**src/rtl/sa_mon_pkg.sv**
```systemverilog
package sa_mon_pkg;
    localparam int NUM_SRC      = 7;
    localparam int SRC_SA5_BIT  = 0;
    localparam int SRC_SA6_NIB  = 1;
    localparam int SRC_SA6_REP  = 2;
    localparam int SRC_ANY_BIT  = 3;
    localparam int SRC_ANY_NIB  = 4;
    localparam int SRC_PRBS_ERR = 5;
    localparam int SRC_PRBS_OVF = 6;
    localparam int CH_SA5       = 0;
    localparam int CH_SA6       = 1;

    typedef logic [NUM_SRC-1:0] src_vec_t;
endpackage

```
**src/rtl/sa_bit_tracker.sv**
```systemverilog
module sa_bit_tracker #(
    parameter int NUM_CH = 4
) (
    input  logic              clk,
    input  logic              rst_n,
    input  logic              sa_valid,
    input  logic [NUM_CH-1:0] sa_bits,
    output logic [NUM_CH-1:0] ch_chg
);
    typedef struct packed {
        logic [NUM_CH-1:0] last;
        logic              have;
    } bit_state_t;

    bit_state_t s_d, s_q;

    always_comb begin
        s_d    = s_q;
        ch_chg = '0;
        if (sa_valid) begin
            if (s_q.have) begin
                ch_chg = sa_bits ^ s_q.last;
            end
            s_d.last = sa_bits;
            s_d.have = 1'b1;
        end
    end

    always_ff @(posedge clk) begin
        if (!rst_n) begin
            s_q <= '0;
        end else begin
            s_q <= s_d;
        end
    end
endmodule

```
**src/rtl/sa_nibble_tracker.sv**
```systemverilog
module sa_nibble_tracker #(
    parameter int NUM_CH  = 4,
    parameter int NIB_LEN = 4
) (
    input  logic              clk,
    input  logic              rst_n,
    input  logic              sa_valid,
    input  logic [NUM_CH-1:0] sa_bits,
    input  logic              smf_strobe,
    output logic              nib_done,
    output logic              nib_cmp,
    output logic [NUM_CH-1:0] nib_chg
);
    localparam int CW = $clog2(NIB_LEN + 2);

    typedef struct packed {
        logic [NUM_CH-1:0][NIB_LEN-1:0] shift;
        logic [NUM_CH-1:0][NIB_LEN-1:0] prev;
        logic [CW-1:0]                  cnt;
        logic                           have_prev;
    } nib_state_t;

    nib_state_t        s_d, s_q;
    logic              close;
    logic [NUM_CH-1:0] differ;

    for (genvar c = 0; c < NUM_CH; c++) begin : g_cmp
        assign differ[c] = (s_q.shift[c] != s_q.prev[c]);
    end

    assign close    = smf_strobe && (s_q.cnt == CW'(NIB_LEN));
    assign nib_done = close;
    assign nib_cmp  = close && s_q.have_prev;
    assign nib_chg  = nib_cmp ? differ : '0;

    always_comb begin
        s_d = s_q;
        if (smf_strobe) begin
            if (close) begin
                s_d.prev      = s_q.shift;
                s_d.have_prev = 1'b1;
            end
            // a sample on the boundary opens the next nibble
            s_d.cnt = sa_valid ? CW'(1) : '0;
        end else if (sa_valid && (s_q.cnt <= CW'(NIB_LEN))) begin
            s_d.cnt = s_q.cnt + CW'(1);
        end
        if (sa_valid) begin
            for (int c = 0; c < NUM_CH; c++) begin
                s_d.shift[c] = {s_q.shift[c][NIB_LEN-2:0], sa_bits[c]};
            end
        end
    end

    always_ff @(posedge clk) begin
        if (!rst_n) begin
            s_q <= '0;
        end else begin
            s_q <= s_d;
        end
    end
endmodule

```
**src/rtl/sa_repeat_counter.sv**
```systemverilog
module sa_repeat_counter #(
    parameter int TARGET = 8
) (
    input  logic clk,
    input  logic rst_n,
    input  logic nib_done,
    input  logic nib_same,
    output logic hit
);
    localparam int RW = $clog2(TARGET + 1);

    typedef struct packed {
        logic [RW-1:0] cnt;
    } rep_state_t;

    rep_state_t s_d, s_q;

    always_comb begin
        s_d = s_q;
        hit = 1'b0;
        if (nib_done) begin
            if (nib_same) begin
                if (s_q.cnt < RW'(TARGET)) begin
                    s_d.cnt = s_q.cnt + RW'(1);
                    hit     = (s_q.cnt == RW'(TARGET - 1));
                end
            end else begin
                s_d.cnt = RW'(1);
            end
        end
    end

    always_ff @(posedge clk) begin
        if (!rst_n) begin
            s_q <= '0;
        end else begin
            s_q <= s_d;
        end
    end
endmodule

```
**src/rtl/prbs_wrap_counter.sv**
```systemverilog
module prbs_wrap_counter #(
    parameter int CNT_W = 8
) (
    input  logic clk,
    input  logic rst_n,
    input  logic tick,
    output logic wrap
);
    typedef struct packed {
        logic [CNT_W-1:0] cnt;
    } cnt_state_t;

    cnt_state_t s_d, s_q;

    always_comb begin
        s_d  = s_q;
        wrap = tick && (s_q.cnt == '1);
        if (tick) begin
            s_d.cnt = s_q.cnt + CNT_W'(1);
        end
    end

    always_ff @(posedge clk) begin
        if (!rst_n) begin
            s_q <= '0;
        end else begin
            s_q <= s_d;
        end
    end
endmodule

```
**src/rtl/sa_mon_top.sv**
```systemverilog
module sa_mon_top
    import sa_mon_pkg::*;
#(
    parameter int NUM_CH        = 4,
    parameter int NIB_LEN       = 4,
    parameter int REPEAT_TARGET = 8,
    parameter int PRBS_W        = 8,
    parameter int VEC_W         = 8,
    parameter int VEC_CODE      = 2
) (
    input  logic               clk,
    input  logic               rst_n,
    input  logic               sa_valid,
    input  logic [NUM_CH-1:0]  sa_bits,
    input  logic               smf_strobe,
    input  logic               prbs_err,
    input  logic               prbs_tick,
    input  logic [NUM_SRC-1:0] irq_mask,
    input  logic               clr_wr,
    input  logic [NUM_SRC-1:0] clr_bits,
    output logic               irq,
    output logic [VEC_W-1:0]   irq_vector,
    output logic [NUM_SRC-1:0] irq_pending
);
    typedef struct packed {
        src_vec_t pend;
    } top_state_t;

    top_state_t        s_d, s_q;
    logic [NUM_CH-1:0] bit_chg;
    logic [NUM_CH-1:0] nib_chg;
    logic              nib_done, nib_cmp, rep_hit, prbs_wrap;
    src_vec_t          events, clr_vec;

    sa_bit_tracker #(.NUM_CH(NUM_CH)) u_bits (
        .clk      (clk),
        .rst_n    (rst_n),
        .sa_valid (sa_valid),
        .sa_bits  (sa_bits),
        .ch_chg   (bit_chg)
    );

    sa_nibble_tracker #(.NUM_CH(NUM_CH), .NIB_LEN(NIB_LEN)) u_nib (
        .clk        (clk),
        .rst_n      (rst_n),
        .sa_valid   (sa_valid),
        .sa_bits    (sa_bits),
        .smf_strobe (smf_strobe),
        .nib_done   (nib_done),
        .nib_cmp    (nib_cmp),
        .nib_chg    (nib_chg)
    );

    sa_repeat_counter #(.TARGET(REPEAT_TARGET)) u_rep (
        .clk      (clk),
        .rst_n    (rst_n),
        .nib_done (nib_done),
        .nib_same (nib_cmp && !nib_chg[CH_SA6]),
        .hit      (rep_hit)
    );

    prbs_wrap_counter #(.CNT_W(PRBS_W)) u_prbs (
        .clk   (clk),
        .rst_n (rst_n),
        .tick  (prbs_tick),
        .wrap  (prbs_wrap)
    );

    always_comb begin
        events               = '0;
        events[SRC_SA5_BIT]  = bit_chg[CH_SA5];
        events[SRC_ANY_BIT]  = |bit_chg;
        events[SRC_SA6_NIB]  = nib_chg[CH_SA6];
        events[SRC_ANY_NIB]  = |nib_chg;
        events[SRC_SA6_REP]  = rep_hit;
        events[SRC_PRBS_ERR] = prbs_err;
        events[SRC_PRBS_OVF] = prbs_wrap;
        clr_vec              = clr_wr ? clr_bits : '0;
        s_d                  = s_q;
        // set has priority over a simultaneous clear
        s_d.pend             = (s_q.pend & ~clr_vec) | (events & irq_mask);
    end

    always_ff @(posedge clk) begin
        if (!rst_n) begin
            s_q <= '0;
        end else begin
            s_q <= s_d;
        end
    end

    assign irq_pending = s_q.pend;
    assign irq         = |s_q.pend;
    assign irq_vector  = irq ? VEC_W'(VEC_CODE) : '0;
endmodule

```
**config.mk**
```make
export PLATFORM = sky130hd
export DESIGN_NAME = sa_mon_top
export DESIGN_NICKNAME = d
export VERILOG_FILES = /design/src/rtl/sa_mon_pkg.sv /design/src/rtl/sa_bit_tracker.sv /design/src/rtl/sa_nibble_tracker.sv /design/src/rtl/sa_repeat_counter.sv /design/src/rtl/prbs_wrap_counter.sv /design/src/rtl/sa_mon_top.sv
export SDC_FILE = /design/constraint.sdc
export NUM_CORES = 1
export LEC_CHECK = 0
export CAP_MARGIN = 20
export CORE_UTILIZATION = 40
export DETAILED_ROUTE_END_ITERATION = 16
export PLACE_DENSITY = 0.74
export SKIP_CTS_REPAIR_TIMING = 1
export SLEW_MARGIN = 20
export SYNTH_ARGS = -nofsm -noshare
export SYNTH_HDL_FRONTEND = slang
export SYNTH_SLANG_ARGS = --single-unit
```
**constraint.sdc**
```tcl
create_clock -name clk -period 1.35 [get_ports clk]
set_input_delay 0.135 -clock clk [delete_from_list [all_inputs] [get_ports clk]]
set_output_delay 0.135 -clock clk [all_outputs]
set_load 0.05 [all_outputs]
```
==> metrics.cfg <==
[hold_path]
worstHoldPathType=in -> reg
worstHoldPathCells=3
min_from=irq_mask[4]
min_delay_worst_endpoint=irq_pending[4]

[critical_path]
path_cells=nor4_4 -> nand2_2 -> buf_6
worst_ep_required_time_ps=1220
launching_point_of_the_worst_reg2reg_path=u_nib.s_q[9]
ff2ff_path_depth=5
worst-r2r-setup-slack_ps=30
cp_max_fo=2
crit_buf_inv=1
crit_path_top_delay_cell=sky130_fd_sc_hd__dfxtp_4
cpLargestDelayFamily=simple AND/OR/NAND/NOR gates
critical_setup_path_class=reg -> out
worst_setup_path_end_kind=output port
timing.critical_path.from_type=register
timing.rr.end=irq_pending[2]
worst-endpoint-arrival_ps=1210
worst_path_largest_cell_delay_ps=360

[die]
die_height_microns=82.8
floorplan.rows=29
die_span_in_x_microns=82.8
io-pin-count=41
initial_utilization_pct=41.4
design.die.area_sq_um=6860
coreArea_sq_um=6310

[synthesis]
syn-cell-area_sq_um=2610
synth_largest_type_area_fraction_pct=42.9
synth_top_cells_by_area=sky130_fd_sc_hd__dfxtp_1, sky130_fd_sc_hd__nand2_1, sky130_fd_sc_hd__mux2i_1
synth_fa_ha_area_share_pct=1.92
synthesis.area_per_instance_sq_um=9.10
synth_mux_area_share_pct=6.90
ys_ff_latch=56
synthSimpleGateAreaFrac_pct=22.0
ys.warnings.count=0
synth.lib_cells_used.distinct=37
synth_cells=287
yosys.area_share.xor_xnor_pct=8.05
main_combinational_cell_family_by_area_after_synthesis=simple AND/OR/NAND/NOR gates
yosys.area.top_type=sky130_fd_sc_hd__dfxtp_1
ys_seq_area_share_pct=42.9
synth_compound_gate_area_share_pct=12.2

[cells_and_area]
layout-drive-gt1-share_pct=24.5
layout.nets=367
mostFrequentLayoutCells=sky130_fd_sc_hd__nand2_1, sky130_fd_sc_hd__dfxtp_1, sky130_fd_sc_hd__clkdlybuf4s50_1
sequential_cell_area_sq_um=1150
final_design_area_no_fill_sq_um=3540
fillers=554
finalCoreUtilization_pct=56.1
fin_cells=416
syn_to_final_growth_pct=35.6
multi_input_comb_area_sq_um=1510
n_antenna_cell=0
layout_commonest_cell=sky130_fd_sc_hd__nand2_1

[clocking]
clk_pin_slew_worst_paths_ps=90
cts_max_level=2
cts.sink_count=56
tritoncts=yes
cts-buffers-inserted=5
max-clock-path-buffers=2
cts_root_buffer=sky130_fd_sc_hd__clkbuf_8
worstSkewPairLatency_ps=300

[timing]
fmax_ghz=0.745
post-route-worst-setup-slack_ps=8.45
post-route-min-period_ps=1340
finalSetupViolations=0
final.period_utilization_pct=99.4
timing_max_transition_violations_final=0
hold_viol_final=0
grt_setup_unrepaired=true
skew_ps=6.04

[grt]
grt_pass1_wl_mm=8.43
grtUsageTotal_pct=16.3
largest_net_degree_at_the_start_of_global_routing=32
first_global_vias=1913
grt_antenna_before_repair=0
overflow=0

[place]
place_ws_ps=-211
finalWeightedCongestion=0.791
detailedPlacementHpwl_mm=3.88
dpl_cells=406
placement.cell_area_sq_um=3210
port_buffers=33

[run]
timing.max_cap.violations=0

[power_and_ir_drop]
ir_worst_vdd_mv=0.679
leakage_nw=1.29
pwr_density_cell_nw_per_um2=944
fin_total_pwr_mw=3.34

[detailed_routing]
drc=0
routed_wirelength_mm=5.52
avgViaCountPerCell=5.04
first_pass_iters=4
drt_iter0_drc=82
drtAntennaViolNets=0
routed-via-count=2098
wl_per_cell_microns=13.3

[run_status]
status=complete, no violations

worst max path at each step:
stage              startpoint              to  slack, ps  cells past startpoint
6_report       irq_pending[2]             irq          8                      3
5_1_grt          u_nib.s_q[9]  irq_pending[2]        -70                      5
4_1_cts          u_nib.s_q[1]   u_nib.s_q[16]       -130                      6
3_5_place_dp       smf_strobe   u_nib.s_q[16]       -210                      5
3_3_place_gp       sa_bits[0]  irq_pending[3]       -140                      5
2_1_floorplan  irq_pending[6]   irq_vector[1]          1                      3
sequential cells by signal (all words and copies together) (netlist names):
register	count
u_nib.s_q	33
u_prbs.s_q	8
irq_pending	7
u_bits.s_q	4
u_rep.s_q	4
synthesized netlist by cell type (all sizes together):
cell / instances
dfxtp: 56
nand2: 49
a21boi: 24
nor2b: 20
xnor2: 19
mux2i: 18
buf: 15
nand4: 11
o21ai: 10
nand3: 8
clkbuf: 7
inv: 6
and2: 5
xor2: 5
ha: 4
nor4: 4
o21a: 4
a21oi: 3
nor3: 3
or3: 3
and3: 2
a211oi: 1
a22oi: 1
a31o: 1
a41o: 1
and4bb: 1
conb: 1
nand2b: 1
nand3b: 1
nand4b: 1
nor3b: 1
o41ai: 1
area by class of cell:
cell class / instances / area share (%)
Tap cell: 77 / 2.72
Sequential cell: 56 / 32.4
Timing Repair Buffer: 60 / 18.2
Inverter: 6 / 0.636
Clock inverter: 1 / 0.848
Multi-Input combinational cell: 209 / 42.5
Clock buffer: 7 / 2.72
metrics by stage:
step | hold slack, ps | setup TNS (ps)
final | 416 | 0
after global routing | 409 | -209
after CTS | 413 | -1620
after detailed placement | 471 | -3390
after global placement | 460 | -2300
after floorplan | 211 | 0
routing by layer:
layer	GRT usage, %	up-vias	part of all wire, %
met3	3.28	8	3.7
li1	-	1061	-
met1	20.6	987	47
met4	4.48	0	1.5
met2	28.1	42	48
met5	0	-	0
cell families after synthesis:
| kind of cell | Yosys count |
|---|---|
| other | 1 |
| DFF | 56 |
| and+or+nand+nor | 110 |
| muxes | 18 |
| AOI/OAI and AO/OA | 46 |
| buffers and inverters | 28 |
| xor gates and xnor gates | 24 |
| adders and majority gates | 4 |
power breakdown:
| part | switching [mW] | total [mW] | internal [mW] |
|---|---|---|---|
| clock | 0.514 | 1.17 | 0.655 |
| combinational | 0.232 | 0.461 | 0.230 |
| sequential | 0.0334 | 1.71 | 1.68 |
worst register-to-register path: stages (launching register included):
cell and delay [ps]:
sky130_fd_sc_hd__dfxtp_2 350, sky130_fd_sc_hd__xnor2_2 220, sky130_fd_sc_hd__nand4_4 190, sky130_fd_sc_hd__buf_6 190
sky130_fd_sc_hd__nor3_2 190, sky130_fd_sc_hd__o21a_1 140
No activity file was read; power rests on OpenSTA's default activity.
